===== src/rtl/tmr_pkg.sv =====
package tmr_pkg;

    typedef enum logic [1:0] {
        MODE_IDLE  = 2'b00,
        MODE_TIMER = 2'b01,
        MODE_EVENT = 2'b10,
        MODE_PULSE = 2'b11
    } tmr_mode_e;

    // control byte layout: mode[7:6] run[5] pol[4] div[3:0]
    typedef struct packed {
        tmr_mode_e  mode;
        logic       run;
        logic       pol;
        logic [3:0] div;
    } tmr_ctrl_t;

    localparam logic [1:0] ADDR_BYTE0 = 2'd0;
    localparam logic [1:0] ADDR_BYTE1 = 2'd1;
    localparam logic [1:0] ADDR_CTRL  = 2'd2;
    localparam logic [1:0] ADDR_STAT  = 2'd3;

endpackage


===== src/rtl/tmr_sync_edge.sv =====
module tmr_sync_edge #(
    parameter int STAGES = 2
) (
    input  logic clk,
    input  logic rst_n,
    input  logic din,
    output logic level,
    output logic rise,
    output logic fall
);
    logic [STAGES:0] sh_d, sh_q;

    always_comb begin
        sh_d = {sh_q[STAGES-1:0], din};
    end

    always_ff @(posedge clk or negedge rst_n) begin
        if (!rst_n) sh_q <= '0;
        else        sh_q <= sh_d;
    end

    assign level = sh_q[STAGES-1];
    assign rise  = sh_q[STAGES-1] & ~sh_q[STAGES];
    assign fall  = ~sh_q[STAGES-1] & sh_q[STAGES];

    // a detected edge lasts exactly one cycle
    a_r7_rise_single: assert property (@(posedge clk) disable iff (!rst_n)
        rise |=> !rise);
    a_r7_fall_single: assert property (@(posedge clk) disable iff (!rst_n)
        fall |=> !fall);

endmodule


===== src/rtl/tmr_prescaler.sv =====
module tmr_prescaler #(
    parameter int STAGES = 8,
    parameter int SELW   = 4
) (
    input  logic            clk,
    input  logic            rst_n,
    input  logic            en,
    input  logic [SELW-1:0] sel,
    output logic            tick
);
    logic [STAGES-1:0] cnt_d, cnt_q;
    logic [SELW-1:0]   sel_c;
    logic [STAGES:0]   one_sh;
    logic [STAGES-1:0] mask;

    always_comb begin
        sel_c  = (sel > SELW'(STAGES)) ? SELW'(STAGES) : sel;
        one_sh = (STAGES+1)'(1) << sel_c;
        mask   = STAGES'(one_sh - 1'b1);
        tick   = en && ((cnt_q & mask) == mask);
        cnt_d  = en ? cnt_q + 1'b1 : '0;
    end

    always_ff @(posedge clk or negedge rst_n) begin
        if (!rst_n) cnt_q <= '0;
        else        cnt_q <= cnt_d;
    end

    // divide-by-one ticks on every enabled cycle
    a_r2_div_one: assert property (@(posedge clk) disable iff (!rst_n)
        (en && sel == '0) |-> tick);
    // with a ratio above one, ticks never fall on consecutive cycles
    a_r2_tick_gap: assert property (@(posedge clk) disable iff (!rst_n)
        (tick && sel != '0 && en) ##1 (en && $stable(sel)) |-> !tick);

endmodule


===== src/rtl/tmr_evcounter.sv =====
module tmr_evcounter
    import tmr_pkg::*;
#(
    parameter int W        = 16,
    parameter int PRE_BITS = 8,
    parameter int SYNC_FF  = 2
) (
    input  logic       clk,
    input  logic       rst_n,
    input  logic       wr_en,
    input  logic       rd_en,
    input  logic [1:0] addr,
    input  logic [7:0] wdata,
    output logic [7:0] rdata,
    input  logic       ev_in,
    output logic       irq
);
    localparam int NB = W / 8;

    typedef struct packed {
        logic [W-1:0] cnt;
        logic [W-1:0] pre;
        tmr_ctrl_t    ctrl;
        logic         flag;
        logic [7:0]   hi;
    } st_t;

    st_t st_d, st_q;

    logic ev_lvl, ev_rise, ev_fall;
    logic psc_en, tick;
    logic lvl_act, ev_edge, end_edge;
    logic inc_w, ovf_w;
    logic [W-1:0] wr_mask, wr_val;
    logic [15:0]  cnt16;

    tmr_sync_edge #(.STAGES(SYNC_FF)) u_sync (
        .clk   (clk),
        .rst_n (rst_n),
        .din   (ev_in),
        .level (ev_lvl),
        .rise  (ev_rise),
        .fall  (ev_fall)
    );

    tmr_prescaler #(.STAGES(PRE_BITS), .SELW(4)) u_psc (
        .clk   (clk),
        .rst_n (rst_n),
        .en    (psc_en),
        .sel   (st_q.ctrl.div),
        .tick  (tick)
    );

    genvar b;
    generate
        for (b = 0; b < NB; b++) begin : g_byte
            assign wr_mask[8*b +: 8] = {8{wr_en && (addr == 2'(b))}};
            assign wr_val[8*b +: 8]  = wdata;
        end
    endgenerate

    always_comb begin
        psc_en = st_q.ctrl.run &&
                 (st_q.ctrl.mode == MODE_TIMER || st_q.ctrl.mode == MODE_PULSE);
        lvl_act  = st_q.ctrl.pol ? ~ev_lvl : ev_lvl;
        ev_edge  = st_q.ctrl.pol ? ev_fall : ev_rise;
        end_edge = st_q.ctrl.pol ? ev_rise : ev_fall;
        cnt16    = 16'(st_q.cnt);

        unique case (st_q.ctrl.mode)
            MODE_TIMER: inc_w = st_q.ctrl.run && tick;
            MODE_EVENT: inc_w = st_q.ctrl.run && ev_edge;
            MODE_PULSE: inc_w = st_q.ctrl.run && tick && lvl_act;
            default:    inc_w = 1'b0;
        endcase
        ovf_w = inc_w && (&st_q.cnt);

        st_d = st_q;

        if (ovf_w)      st_d.cnt = st_q.pre;
        else if (inc_w) st_d.cnt = st_q.cnt + 1'b1;
        if (!st_q.ctrl.run)
            st_d.cnt = (st_q.cnt & ~wr_mask) | (wr_val & wr_mask);

        st_d.pre = (st_q.pre & ~wr_mask) | (wr_val & wr_mask);

        if (st_q.ctrl.mode == MODE_PULSE && st_q.ctrl.run && end_edge)
            st_d.ctrl.run = 1'b0;
        if (wr_en && addr == ADDR_CTRL)
            st_d.ctrl = tmr_ctrl_t'(wdata);

        if (wr_en && addr == ADDR_STAT && wdata[0]) st_d.flag = 1'b0;
        if (ovf_w)                                  st_d.flag = 1'b1;

        if (rd_en && addr == ADDR_BYTE0) st_d.hi = cnt16[15:8];
    end

    always_ff @(posedge clk or negedge rst_n) begin
        if (!rst_n) st_q <= '0;
        else        st_q <= st_d;
    end

    always_comb begin
        unique case (addr)
            ADDR_BYTE0: rdata = cnt16[7:0];
            ADDR_BYTE1: rdata = st_q.hi;
            ADDR_CTRL:  rdata = st_q.ctrl;
            default:    rdata = {7'b0, st_q.flag};
        endcase
    end

    assign irq = st_q.flag;

    // overflow reloads and raises the request
    a_r3_reload: assert property (@(posedge clk) disable iff (!rst_n)
        ovf_w |=> (st_q.cnt == $past(st_q.pre)) && st_q.flag);
    // stopped counter takes the written low byte
    a_r5_off_load: assert property (@(posedge clk) disable iff (!rst_n)
        (!st_q.ctrl.run && wr_en && addr == ADDR_BYTE0)
            |=> st_q.cnt[7:0] == $past(wdata));
    // running counter ignores reload-value writes
    a_r6_on_hold: assert property (@(posedge clk) disable iff (!rst_n)
        (st_q.ctrl.run && wr_en && addr == ADDR_BYTE0 && !inc_w)
            |=> st_q.cnt == $past(st_q.cnt));
    // idle mode never moves the count without a write
    a_r4_idle: assert property (@(posedge clk) disable iff (!rst_n)
        (st_q.ctrl.mode == MODE_IDLE && !wr_en) |=> $stable(st_q.cnt));
    // the end of a pulse stops the counter
    a_r8_autostop: assert property (@(posedge clk) disable iff (!rst_n)
        (st_q.ctrl.mode == MODE_PULSE && st_q.ctrl.run && end_edge &&
         !(wr_en && addr == ADDR_CTRL)) |=> !st_q.ctrl.run);
    // request flag is sticky
    a_r9_sticky: assert property (@(posedge clk) disable iff (!rst_n)
        (st_q.flag && !(wr_en && addr == ADDR_STAT && wdata[0])) |=> st_q.flag);

endmodule


===== config.mk =====
export PLATFORM = sky130hd
export DESIGN_NAME = tmr_evcounter
export DESIGN_NICKNAME = d
export VERILOG_FILES = /design/src/rtl/tmr_pkg.sv /design/src/rtl/tmr_sync_edge.sv /design/src/rtl/tmr_prescaler.sv /design/src/rtl/tmr_evcounter.sv
export SDC_FILE = /design/constraint.sdc
export NUM_CORES = 1
export LEC_CHECK = 0
export ABC_CLOCK_PERIOD_IN_PS = 4900
export CORE_MARGIN = 2
export CORE_UTILIZATION = 35
export DETAILED_ROUTE_END_ITERATION = 12
export DONT_BUFFER_PORTS = 1
export GPL_TIMING_DRIVEN = 0
export PLACE_DENSITY = 0.54
export SETUP_SLACK_MARGIN = 0.1
export SYNTH_ARGS = -nofsm -noshare
export SYNTH_HDL_FRONTEND = slang
export SYNTH_HIERARCHICAL = 1
export SYNTH_SLANG_ARGS = --single-unit

===== constraint.sdc =====
create_clock -name clk -period 4.9 [get_ports clk]
set_input_delay 0.98 -clock clk [delete_from_list [all_inputs] [get_ports clk]]
set_output_delay 0.98 -clock clk [all_outputs]
set_load 0.02 [all_outputs]

==> results by stage, run 1 <==
Run status:
- The flow ran to the end, and the final reports show no timing, DRC or antenna violations.

Timing:
- The count of pins over their slew limit is 0.
- The total setup violations reported at the end of the flow is 0.
- The upper clock frequency limit is 0.2918 GHz.
- The worst slew slack as a fraction of its limit is 53.41%.
- The clock skew is 0.005282 ns.
- Setup repair after global routing left no endpoint under its margin.
- For the pin with the worst max-slew slack, the measured transition is just under 0.7 ns.
- The final critical-path share of the clock period is 69.95%.
- The setup TNS is 0 ns.
- Setup slack closes at between 1 and 1.5 ns.
- The count of final hold-check violations is 0.
- The routed design could run at a clock period as short as 3.428 ns.

Synthesis:
- Yosys mapped a number of flops with a built-in enable equal to 0.
- The number of nets produced by synthesis is around 360.
- The number of storage elements in the synthesis netlist is 60.
- A synthesized cell averages approximately 10 sq um.
- After synthesis the cells add up to 0.003384 sq mm.
- The synthesized instance count is 339.
- The most used flip-flop cell after synthesis is dfrtp_1.
- After synthesis, the netlist uses between 50 and 60 different library cells.
- The share of synthesized area occupied by flip-flops and latches is 44.36%.
- Counting flops with an async set or reset pin after synthesis yields a share of 100.0%.
- The number of synthesis warnings is 6.

Global routing:
- For this run the aggregate overflow at the end of global routing stands at 0.
- The first-pass GRT wire length is 13660 um.
- The number of global-route vias before repair is 2523.
- Entering global routing, the biggest net connects 61 pins.
- The number of antenna violations at the first check in global routing was 0.
- The all-layer global routing usage is between 10% and 20%.

Die:
- The die covers 0.01047 sq mm.
- In this run the count of I/O pins placed on the die edge is 24.
- The region available for standard cell placement spans roughly 0.0093 sq mm.
- The die outline height is 102.3 um.
- The initial utilization of the core area, before any placement, comes to 36.28%.
- The number of cell rows is 35.
- The horizontal extent of the die is ~100 um.

Min path:
- The worst hold path belongs to the class in2async.

Clocking:
- The clock-pin slew on the worst setup and hold paths is 0.07 ns.
- The number of levels in the clock H-tree is 3.
- The clock tree from TritonCTS is yes.
- The clock passes through at most 2 buffers.
- The clock insertion delay at the later pin of the skew report is 0.33 ns.
- Hold repair after CTS inserted 0 buffers.
- The number of clock buffers inserted by TritonCTS is 9.
- The number of clock sinks seen by CTS is 60.
- Post-CTS timing repair inserted 0 buffers for setup.
- The tree is rooted in a clkbuf_8.
- Gates resized during post-CTS repair numbered 0.

Drt:
- Dividing the detail-routed via count by the number of cells gives 5.269.
- The first-pass iteration count of the detailed router is 4.
- The final wirelength is 8337 um.
- The number of vias in the routed layout is 2550.
- In the final routed layout, each cell accounts on average for 17.23 um.
- The detailed router finished its first iteration with 146 violations.
- The post-route DRC violation count is 0.
- Once detail routing completed, the nets flagged for antenna violations numbered 0.

Final layout:
- The share of cells above drive strength 1 is 17.46%.
- In the final design database the tool counted 368 nets.
- The finished layout holds 484 standard cells, fillers aside.
- Relative to the synthesized area, the layout overhead comes to 11.61%.
- The number of antenna cells inserted is 0.
- The fill cell total of the finished layout is between 900 and 1000.

Worst setup path:
- For this run, the slowest stage of the critical path takes 0.47 ns.
- The critical path class is reg2reg.
- The highest fanout seen on the critical path is 10.
- The launching element type of the critical path is a register.
- The signal on the critical path passes through buf_2, clkbuf_1, and2_1, o2111ai_1, a2111oi_2, nand3_1, a21oi_1, nor2_1, buf_6, clkbuf_1, a31oi_1, o21ai_0.
- The slowest stage of the critical path belongs to the cell clkbuf_1.
- The arrival time of the worst setup path is 3.63 ns.
- The category of the worst setup path capture point is a register.
- STA puts the critical path data required time at a little over 5 ns.
- The most repeated library cell on the critical path is clkbuf_1.

Place:
- The congestion estimate from routability-driven global placement came to 0.8640.
- During placement, the flow inserted port buffers numbering 0.
- The HPWL after detailed placement is 5996 um.
- The instance count after placement with tap cells included is ~470.
- Prior to clock tree synthesis, the placed netlist has a worst setup slack of approximately 1.4 ns.

Flow run:
- Max-cap violations in this run came to 0.

Power:
- The power density over the cells is 462.6 mW/mm^2.
- The worst vdd rail ir drop is about 0.14 mV.
- The leakage power figure is 1.584 nW.
## stage by stage
stage / power (mW) / hold slack, ns / area [sq um] / util [%]
after floorplan: 1.092 / 0.3312 / 3385 / -
after global placement: 1.209 / 0.3489 / 3546 / 38.01
after detailed placement: 1.222 / 0.3469 / 3546 / 38.01
after CTS: 1.757 / 0.3248 / 3777 / 40.50
after global routing: 1.852 / 0.3168 / 3777 / 40.50
final: 1.747 / 0.3391 / 3777 / 40.50
## cells in the final DEF (no fill, tap or decap), types with 4 or more instances in the layout
master and n:
inv_1 9, clkbuf_8 9, xor2_1 8, a31oi_1 4, nand2_1 51, mux2i_1 17
nand3_1 20, and2_1 7, nand4_1 5, dfrtp_1 60, a21oi_1 4, mux2_2 25
nor3_1 6, xnor2_1 8, clkbuf_1 11, nor4_1 5, nor2b_1 4, buf_2 4
o21ai_0 22, nor2_1 14
## cell usage after synthesis (2+ instances only)
cell,n,area share [%]
dfrtp_1,60,44
nand2_1,51,5.7
mux2_2,25,8.3
o21ai_0,22,3.3
nand3_1,20,3.0
mux2i_1,17,5.0
nor2_1,14,1.6
clkbuf_1,9,1.0
inv_1,9,1.0
xnor2_1,8,2.1
xor2_1,8,2.1
and2_1,7,1.3
nor3_1,6,0.89
nand4_1,5,0.92
nor4_1,5,0.92
a21oi_1,4,0.59
a31oi_1,4,0.74
buf_2,4,0.59
nor2b_1,4,0.74
a21boi_0,3,0.67
a221o_1,3,0.89
ha_1,3,1.1
o211ai_1,3,0.67
o22ai_1,3,0.55
a32oi_1,2,0.52
and3_1,2,0.37
buf_6,2,0.67
nand2b_1,2,0.37
nand3b_1,2,0.44
nand4_4,2,1.3
nor3_2,2,0.59
nor3b_2,2,0.74
o2111ai_1,2,0.52
o221ai_1,2,0.52
## where the power goes
part / internal, mW / switching [mW]
Clock: 0.337 / 0.192
Sequential: 0.618 / 0.140
Combinational: 0.199 / 0.262
Total: 1.15 / 0.594
## worst max-delay path, delay by kind of cell, from the launching register on
family,cells,cell delay (ns)
flip-flops,1,0.32
buffers and inverters,4,1.10
AO/OA/AOI/OAI,5,1.27
AND/OR/NAND/NOR,3,0.61
## final cells by class
type,instances,area [sq um],area share [%]
buffer,17,87.58,2.319
clock buffer,11,131.4,3.478
clock inverter,5,100.1,2.650
inverter,9,33.78,0.8943
multi-input combinational,253,1762,46.64
sequential,60,1501,39.75
tap,129,161.4,4.273
## kinds of logic after synthesis
logic type	after synthesis	synth area share (%)
simple gates	133	21.26
flops	60	44.36
compound gates	58	11.53
mux	43	14.01
buf+inv	26	3.586
xor+xnor	16	4.141
fa+ha+maj	3	1.109
## path summary, 6_finish.rpt
check	from	to	slack (ns)	cells after the start
setup reg to reg	st_q[14]$_DFFE_PN0P_	register	1.47	12
setup / recovery	st_q[14]$_DFFE_PN0P_	register	1.47	12
hold reg to reg	u_sync/sh_q[0]$_DFF_PN0_	u_sync/sh_q[1]$_DFF_PN0_	0.36	0
min in group clk	u_sync/sh_q[0]$_DFF_PN0_	u_sync/sh_q[1]$_DFF_PN0_	0.36	0
max in group asynchronous	rst_n	async pin	4.45	0
hold / removal	rst_n	u_psc/cnt_q[6]$_DFF_PN0_	0.34	0
## layer usage
| layer | part of all wire [%] | vias to the layer above | GRT usage (%) |
|---|---|---|---|
| met5 | 0 | - | 0 |
| li1 | - | 1245 | - |
| met1 | 49 | 1229 | 25.15 |
| met4 | 1.8 | 0 | 6.667 |
| met3 | 6.4 | 11 | 3.352 |
| met2 | 43 | 65 | 25.15 |
(Power assumes the default switching activity.)
==> inputs of run 2 (changes only) <==
- ABC_CLOCK_PERIOD_IN_PS: 4900 -> 2800
- PLACE_DENSITY: 0.54 -> 0.56
- clock period: 4.9 -> 2.8 ns (I/O delays scaled with it)
==> results by stage, run 2 (synthesized netlist as in run 1, its figures left out) <==
Run status:
- The run finished with clean final reports.

Worst setup path:
- The worst setup path is captured at a register.
- Together, buffers and inverters on the worst path number 1.
- The data required time of the worst path is 3.02 ns.
- The highest fanout seen on the critical path is 3.
- The cell family contributing the most delay on the critical path is compound AO/OA/AOI/OAI gates.
- By startpoint and endpoint, the worst setup path is classified as reg2reg.
- The critical path goes through nor3_2, nand2_1, ha_2, nor2b_4, o21ai_2, o2111ai_2, a2111oi_2, nand3_1, a21oi_4, buf_6, o2111ai_2, mux2i_1, a221o_1.
- Among all stages on the critical path, the largest delay is contributed by dfrtp_2.
- The worst register-to-register path begins at st_q[12]$_DFFE_PN0P_.
- STA classifies the critical path startpoint as a register.
- The critical path's largest stage delay is 0.41 ns.
- Counting stages on the worst path, the most repeated cell is o2111ai_2.
- Data on the critical path arrives at its endpoint at 2.99 ns.
- The startpoint of the worst setup timing path is st_q[12]$_DFFE_PN0P_.

Clocking:
- The clock-pin slew on the worst setup and hold paths is approximately 0.070 ns.
- The H-tree generated during clock tree synthesis spans 3 levels.
- The clock tree root driver cell is clkbuf_8.
- TritonCTS created 9 clock buffers.
- The maximum root-to-sink buffer count is 2.
- The clock tree from TritonCTS is yes.
- The clock insertion delay at the later pin of the skew report is 0.34 ns.
- Clock tree synthesis found a total of 60 sinks.

Timing:
- At the pin with the least slew margin, the transition time is 0.7127 ns.
- The worst slew slack as a fraction of its limit is a little over half.
- Setup violations remaining at the end of the flow were counted as 0.
- The count of final hold-check violations is 0.
- The clock skew is 0.006209 ns.
- Dividing the final minimum period by the clock period gives 98.80%.
- Timing would allow up to 0.3615 GHz.
- The setup TNS is 0 ns.
- Setup repair after global routing could not meet its margin everywhere.
- After layout, the minimum clock period comes to 2.766 ns.
- The count of pins over their slew limit is 0.

Drt:
- In the routed layout, each cell is associated on average with a via count of between 5 and 6.
- The number of vias in the routed layout is approximately 2700.
- The first-pass iteration count of the detailed router is 4.
- For this block, the routed nets add up to 8869 um of wire.
- Dividing the detail-routed wire length by the instance count gives 17.85 um.
- The number of DRC markers after the initial detailed-route iteration is 220.
- The post-route DRC violation count is 0.
- The post-route antenna net violation count is 0.

Die:
- The I/O pin count is 24.
- The effective utilization at floorplan is between 30% and 40%.
- The floorplan step set the die height to a little over 100 um.
- The die is 102.3 um wide.
- The floorplan has 35 rows.
- After floorplanning, the core was sized to cover 0.009328 sq mm.
- The full die area is 0.01047 sq mm.

Min path:
- The min-delay analysis places its worst path in the category in2async.

Place:
- Once detailed placement completed, the half-perimeter wirelength came to between 6000 and 7000 um.
- The routability-driven placement congestion ratio is 0.8583.
- During placement, the flow inserted port buffers numbering 0.

Power:
- The worst vdd rail ir drop is 0.3031 mV.
- The design draws approximately 3.2 mW.
- The power density over the cells is between 700 and 800 mW/mm^2.
- In this run the static leakage power is 1.714 nW.

Final layout:
- The number of antenna cells inserted is 0.
- The area growth from synthesis to layout is 21.22%.
- Leaving out fill and tap cells, the most frequent cell in the layout is dfrtp_1.
- Once layout is complete, the utilization of the core stands at 43.98%.
- In the layout the commonest cells are 56 x dfrtp_1, 51 x nand2_1, 25 x mux2_2.
- For this run, the post-layout net count is 381.
- The share of cells above drive strength 1 is 26.90%.

Global routing:
- The all-layer global routing usage is a little under a fifth.
- Entering global routing, the biggest net connects roughly 60 pins.
- Summed over all layers, the global routing overflow is 0.
- The first-pass GRT wire length is 14180 um.
- The number of global-route vias before repair is 2627.
- The number of antenna violations at the first check in global routing is 0.

Flow run:
- The count of maximum capacitance violations is 0.
run 2: changes by cell type in the layout (fill, tap and decap cells not counted), sizes merged:
cell,delta
buf,+11
clkbuf,+2
run 2: final cells by class:
class / count / area [sq um]
multi-input cells: 253 / 1902
repair buffers: 13 / 138.9
fillers: 884 / 5225
well taps: 129 / 161.4
clock buffers: 11 / 131.4
clock inverters: 5 / 100.1
flip-flops and latches: 60 / 1506
inverters: 9 / 33.78
plain buffers: 17 / 128.9
run 2: worst paths after layout:
kind	endpoint	slack, ns	depth (start not counted)
min in group clk	u_sync/sh_q[0]$_DFF_PN0_	0.24	0
max in group asynchronous	st_q[9]$_DFFE_PN0P_	2.44	1
min reg2reg	u_sync/sh_q[1]$_DFF_PN0_	0.35	0
max	register	0.03	13
max reg2reg	register	0.03	13
min	u_psc/cnt_q[6]$_DFF_PN0_	0.07	1
run 2: worst register-to-register path, cell delays in order (launching register included):
cell and delay (ns):
dfrtp_2 0.41, nor3_2 0.20, nand2_1 0.10, ha_2 0.19, nor2b_4 0.13, o21ai_2 0.07
o2111ai_2 0.11, a2111oi_2 0.37, nand3_1 0.18, a21oi_4 0.23, buf_6 0.15, o2111ai_2 0.11
mux2i_1 0.14, a221o_1 0.27
run 2: per-stage QoR:
step	cell area [sq um]	instances	setup slack, ns	hold slack, ns
2_1_floorplan	3400	339	0.1106	0.2644
3_3_place_gp	3561	468	-0.4136	0.2657
3_5_place_dp	3561	468	-0.4258	0.2659
4_1_cts	3994	494	0.03481	0.08575
5_1_grt	4103	497	-0.04797	0.08375
6_report	4103	497	0.03363	0.06577
run 2: layer usage:
layer	up-vias	GRT usage, %	wire, um
met4	0	7.692	200
met3	16	4.514	531
met5	-	0	0
met2	71	28.04	3993
met1	1321	24.62	4143
li1	1284	-	-
run 2: what timing repair did:
action | 4_1_cts | 5_1_grt
endpoints found under the setup margin | 16 | 16
gates resized for setup | 24 | 19
buffers inserted | 7 | 3
endpoints found under the hold margin | 60 | 0
hold buffers | 1 | 0
pin swaps | 9 | 10
gates cloned | 2 | 0
run 2: report_power, final:
group / leakage, nW / switching [mW] / total (mW) / internal, mW
clock network: 0.117 / 0.342 / 0.931 / 0.589
logic: 0.860 / 0.549 / 0.969 / 0.420
registers: 0.737 / 0.240 / 1.32 / 1.08
==> inputs of run 3 (changes only) <==
- PLACE_DENSITY: 0.56 -> unset
==> results by stage, run 3 (synthesized netlist as in run 1, its figures left out) <==
Worst setup path:
- The worst flop-to-flop path startpoint is st_q[9]$_DFFE_PN0P_.
- The launching element type of the critical path is a register.
- At the worst endpoint, the required time is 3.04 ns.
- The critical path class is reg2reg.
- The logic depth of the worst register-to-register path is 14.
- The highest fanout seen on the critical path is 6.
- The worst setup path is captured at a register.
- The startpoint of the worst setup timing path is st_q[9]$_DFFE_PN0P_.
- The worst setup slack for register-to-register paths is -0.02 ns.
- At the worst endpoint, the arrival time is 3.06 ns.

Clocking:
- The number of clock sinks seen by CTS is 60.
- The clock-pin slew on the worst setup and hold paths is approximately 0.070 ns.
- The clock insertion delay at the later pin of the skew report is 0.33 ns.
- The longest clock path from root to sink contains 2 buffers.
- CTS built an H-tree with a depth of 3.
- The clock tree from TritonCTS is yes.
- The number of clock buffers inserted by TritonCTS is 9.
- Clock tree synthesis selected as its root buffer the cell clkbuf_8.

Power:
- The worst-case IR drop observed on VDD is 0.2709 mV.
- In this run the static leakage power is 1.703 nW.
- The power density over the cells is between 700 and 800 mW/mm^2.
- The total chip power is between 3 and 4 mW.

Drt:
- The number of vias in the routed layout is 2649.
- The pre-antenna-repair detailed-routing pass consisted of 5 iterations.
- Using the TritonRoute via totals, the vias-per-cell ratio works out to approximately 5.3.
- The average detailed-routed wire length per instance is 17.69 um.
- The final wirelength is 8790 um.
- The post-route antenna net violation count is 0.
- In the routed design, unresolved DRC markers number 0.
- The number of DRC markers after the initial detailed-route iteration is 162.

Timing:
- The worst setup slack after layout is -0.02474 ns.
- After layout, the worst path uses 100.9% of the clock period.
- For the final routed database, the setup TNS stands at -0.03526 ns.
- Setup violations remaining at the end of the flow were counted as 2.
- The count of final hold-check violations came to 0.
- Across the routed clock network, the largest skew measured is 0.006965 ns.
- Setup repair after global routing could not meet its margin everywhere.
- The count of pins over their slew limit was 0.
- The worst slew slack as a fraction of its limit is 51.60%.
- The worst hold slack after final layout is 0.09773 ns.
- After layout, the minimum clock period comes to 2.825 ns.
- For the pin with the worst max-slew slack, the measured transition is 0.7228 ns.
- Static timing analysis puts the maximum clock frequency at around 0.35 GHz.

Die:
- After floorplanning, the core was sized to cover roughly 0.0093 sq mm.
- The I/O pin count is 24.
- The effective utilization at floorplan is 36.28%.
- The die outline height is about 100 um.
- The die covers 0.01047 sq mm.
- The floorplan step set the die width to just over 100 um.
- The floorplan has 35 rows.

Final layout:
- The net count of the finished layout is 381.
- The growth of design area from synthesis to finish is 19.89%.
- The number of antenna cells inserted is 0.
- The fill cell total of the finished layout is 900.
- Leaving out fill and tap cells, the most frequent cell in the layout is dfrtp_1.
- In the layout the commonest cells are 56 x dfrtp_1, 50 x nand2_1, 25 x mux2_2.
- Of the cells placed in the final design, the portion with a size suffix greater than 1 is between 20% and 30%.

Place:
- The congestion estimate from routability-driven global placement came to 0.8550.
- OpenSTA, run right after detailed placement, puts the worst setup slack at -0.3826 ns.
- The number of buffers added on ports is 0.
- The estimated wirelength of the detail-placed design is 5981 um.

Run status:
- The flow ran to the end, but the final reports show violations.
- The final reports fail on setup timing.

Global routing:
- The first-pass GRT wire length is 13890 um.
- Entering global routing, the biggest net connects 61 pins.
- In the global route stage, overall resource usage came out at about 18%.
- The number of global-route vias before repair is approximately 2600.
- The number of antenna violations at the first check in global routing came to 0.
- The overflow left after global routing is 0.

Min path:
- The path type of the worst min-delay path is in2async.

Flow run:
- The count of maximum capacitance violations is 0.
## run 3: cell count changes in the layout (fill, tap and decap cells not counted), moves of 2 or more
cell,change
a31oi_1,+3
a31oi_4,-2
buf_4,+3
buf_6,-3
clkbuf_1,-2
clkbuf_8,+2
nand3_1,+2
## run 3: layer usage
metal / part of all wire, % / wire [um] / up-vias / track usage [%]
met5: 0 / 0 / - / 0
met4: 2.8 / 246 / 0 / 7.897
met3: 5.4 / 473 / 16 / 4.651
met2: 44 / 3910 / 83 / 25.40
met1: 47 / 4159 / 1277 / 24.89
li1: - / - / 1273 / -
## run 3: how the worst max path moves through the flow
stage / cells past startpoint / slack [ns] / end
after floorplan: 14 / 0.11 / register
after global placement: 11 / -0.38 / register
after detailed placement: 11 / -0.38 / register
after CTS: 13 / 0.11 / register
after global routing: 14 / -0.15 / register
final: 14 / -0.02 / register
## run 3: critical path: stages, from the launching register on
cell	delay, ns
dfrtp_2	0.45
inv_1	0.11
nand2_2	0.08
ha_2	0.18
buf_4	0.13
nor4_4	0.04
o21ai_1	0.19
o21ai_2	0.09
a2111oi_2	0.37
nand3_1	0.17
a21oi_4	0.21
or2_4	0.18
buf_8	0.12
a31oi_1	0.11
o32ai_2	0.28
## run 3: area by class of cell
type	instances	area (sq um)	share of cell area, %
well taps	129	161.4	3.978
multi-input cells	253	1861	45.85
flip-flops and latches	60	1506	37.13
inverters	9	33.78	0.8326
repair buffers	13	133.9	3.299
clock inverters	4	70.07	1.727
plain buffers	17	126.4	3.114
clock buffers	12	165.2	4.070
## run 3: stage by stage
stage               instance area (sq um)  util, %  std cells
floorplan                            3400        -        339
global placement                     3561    38.18        468
detailed placement                   3561    38.18        468
CTS                                  3953    42.37        492
global route                         4058    43.50        497
finish                               4058    43.50        497
## run 3: what timing repair did
| action | in CTS | in global routing |
|---|---|---|
| setup endpoints to repair | 16 | 17 |
| hold endpoints to repair | 60 | 0 |
| setup buffers | 7 | 5 |
| pin swaps | 8 | 14 |
| hold buffers | 1 | 0 |
| resized for setup | 21 | 15 |
## run 3: power by group
part           switching (mW)  total, mW  internal [mW]
sequential              0.243       1.33           1.08
combinational           0.529      0.930          0.401
clock                   0.334      0.905          0.571
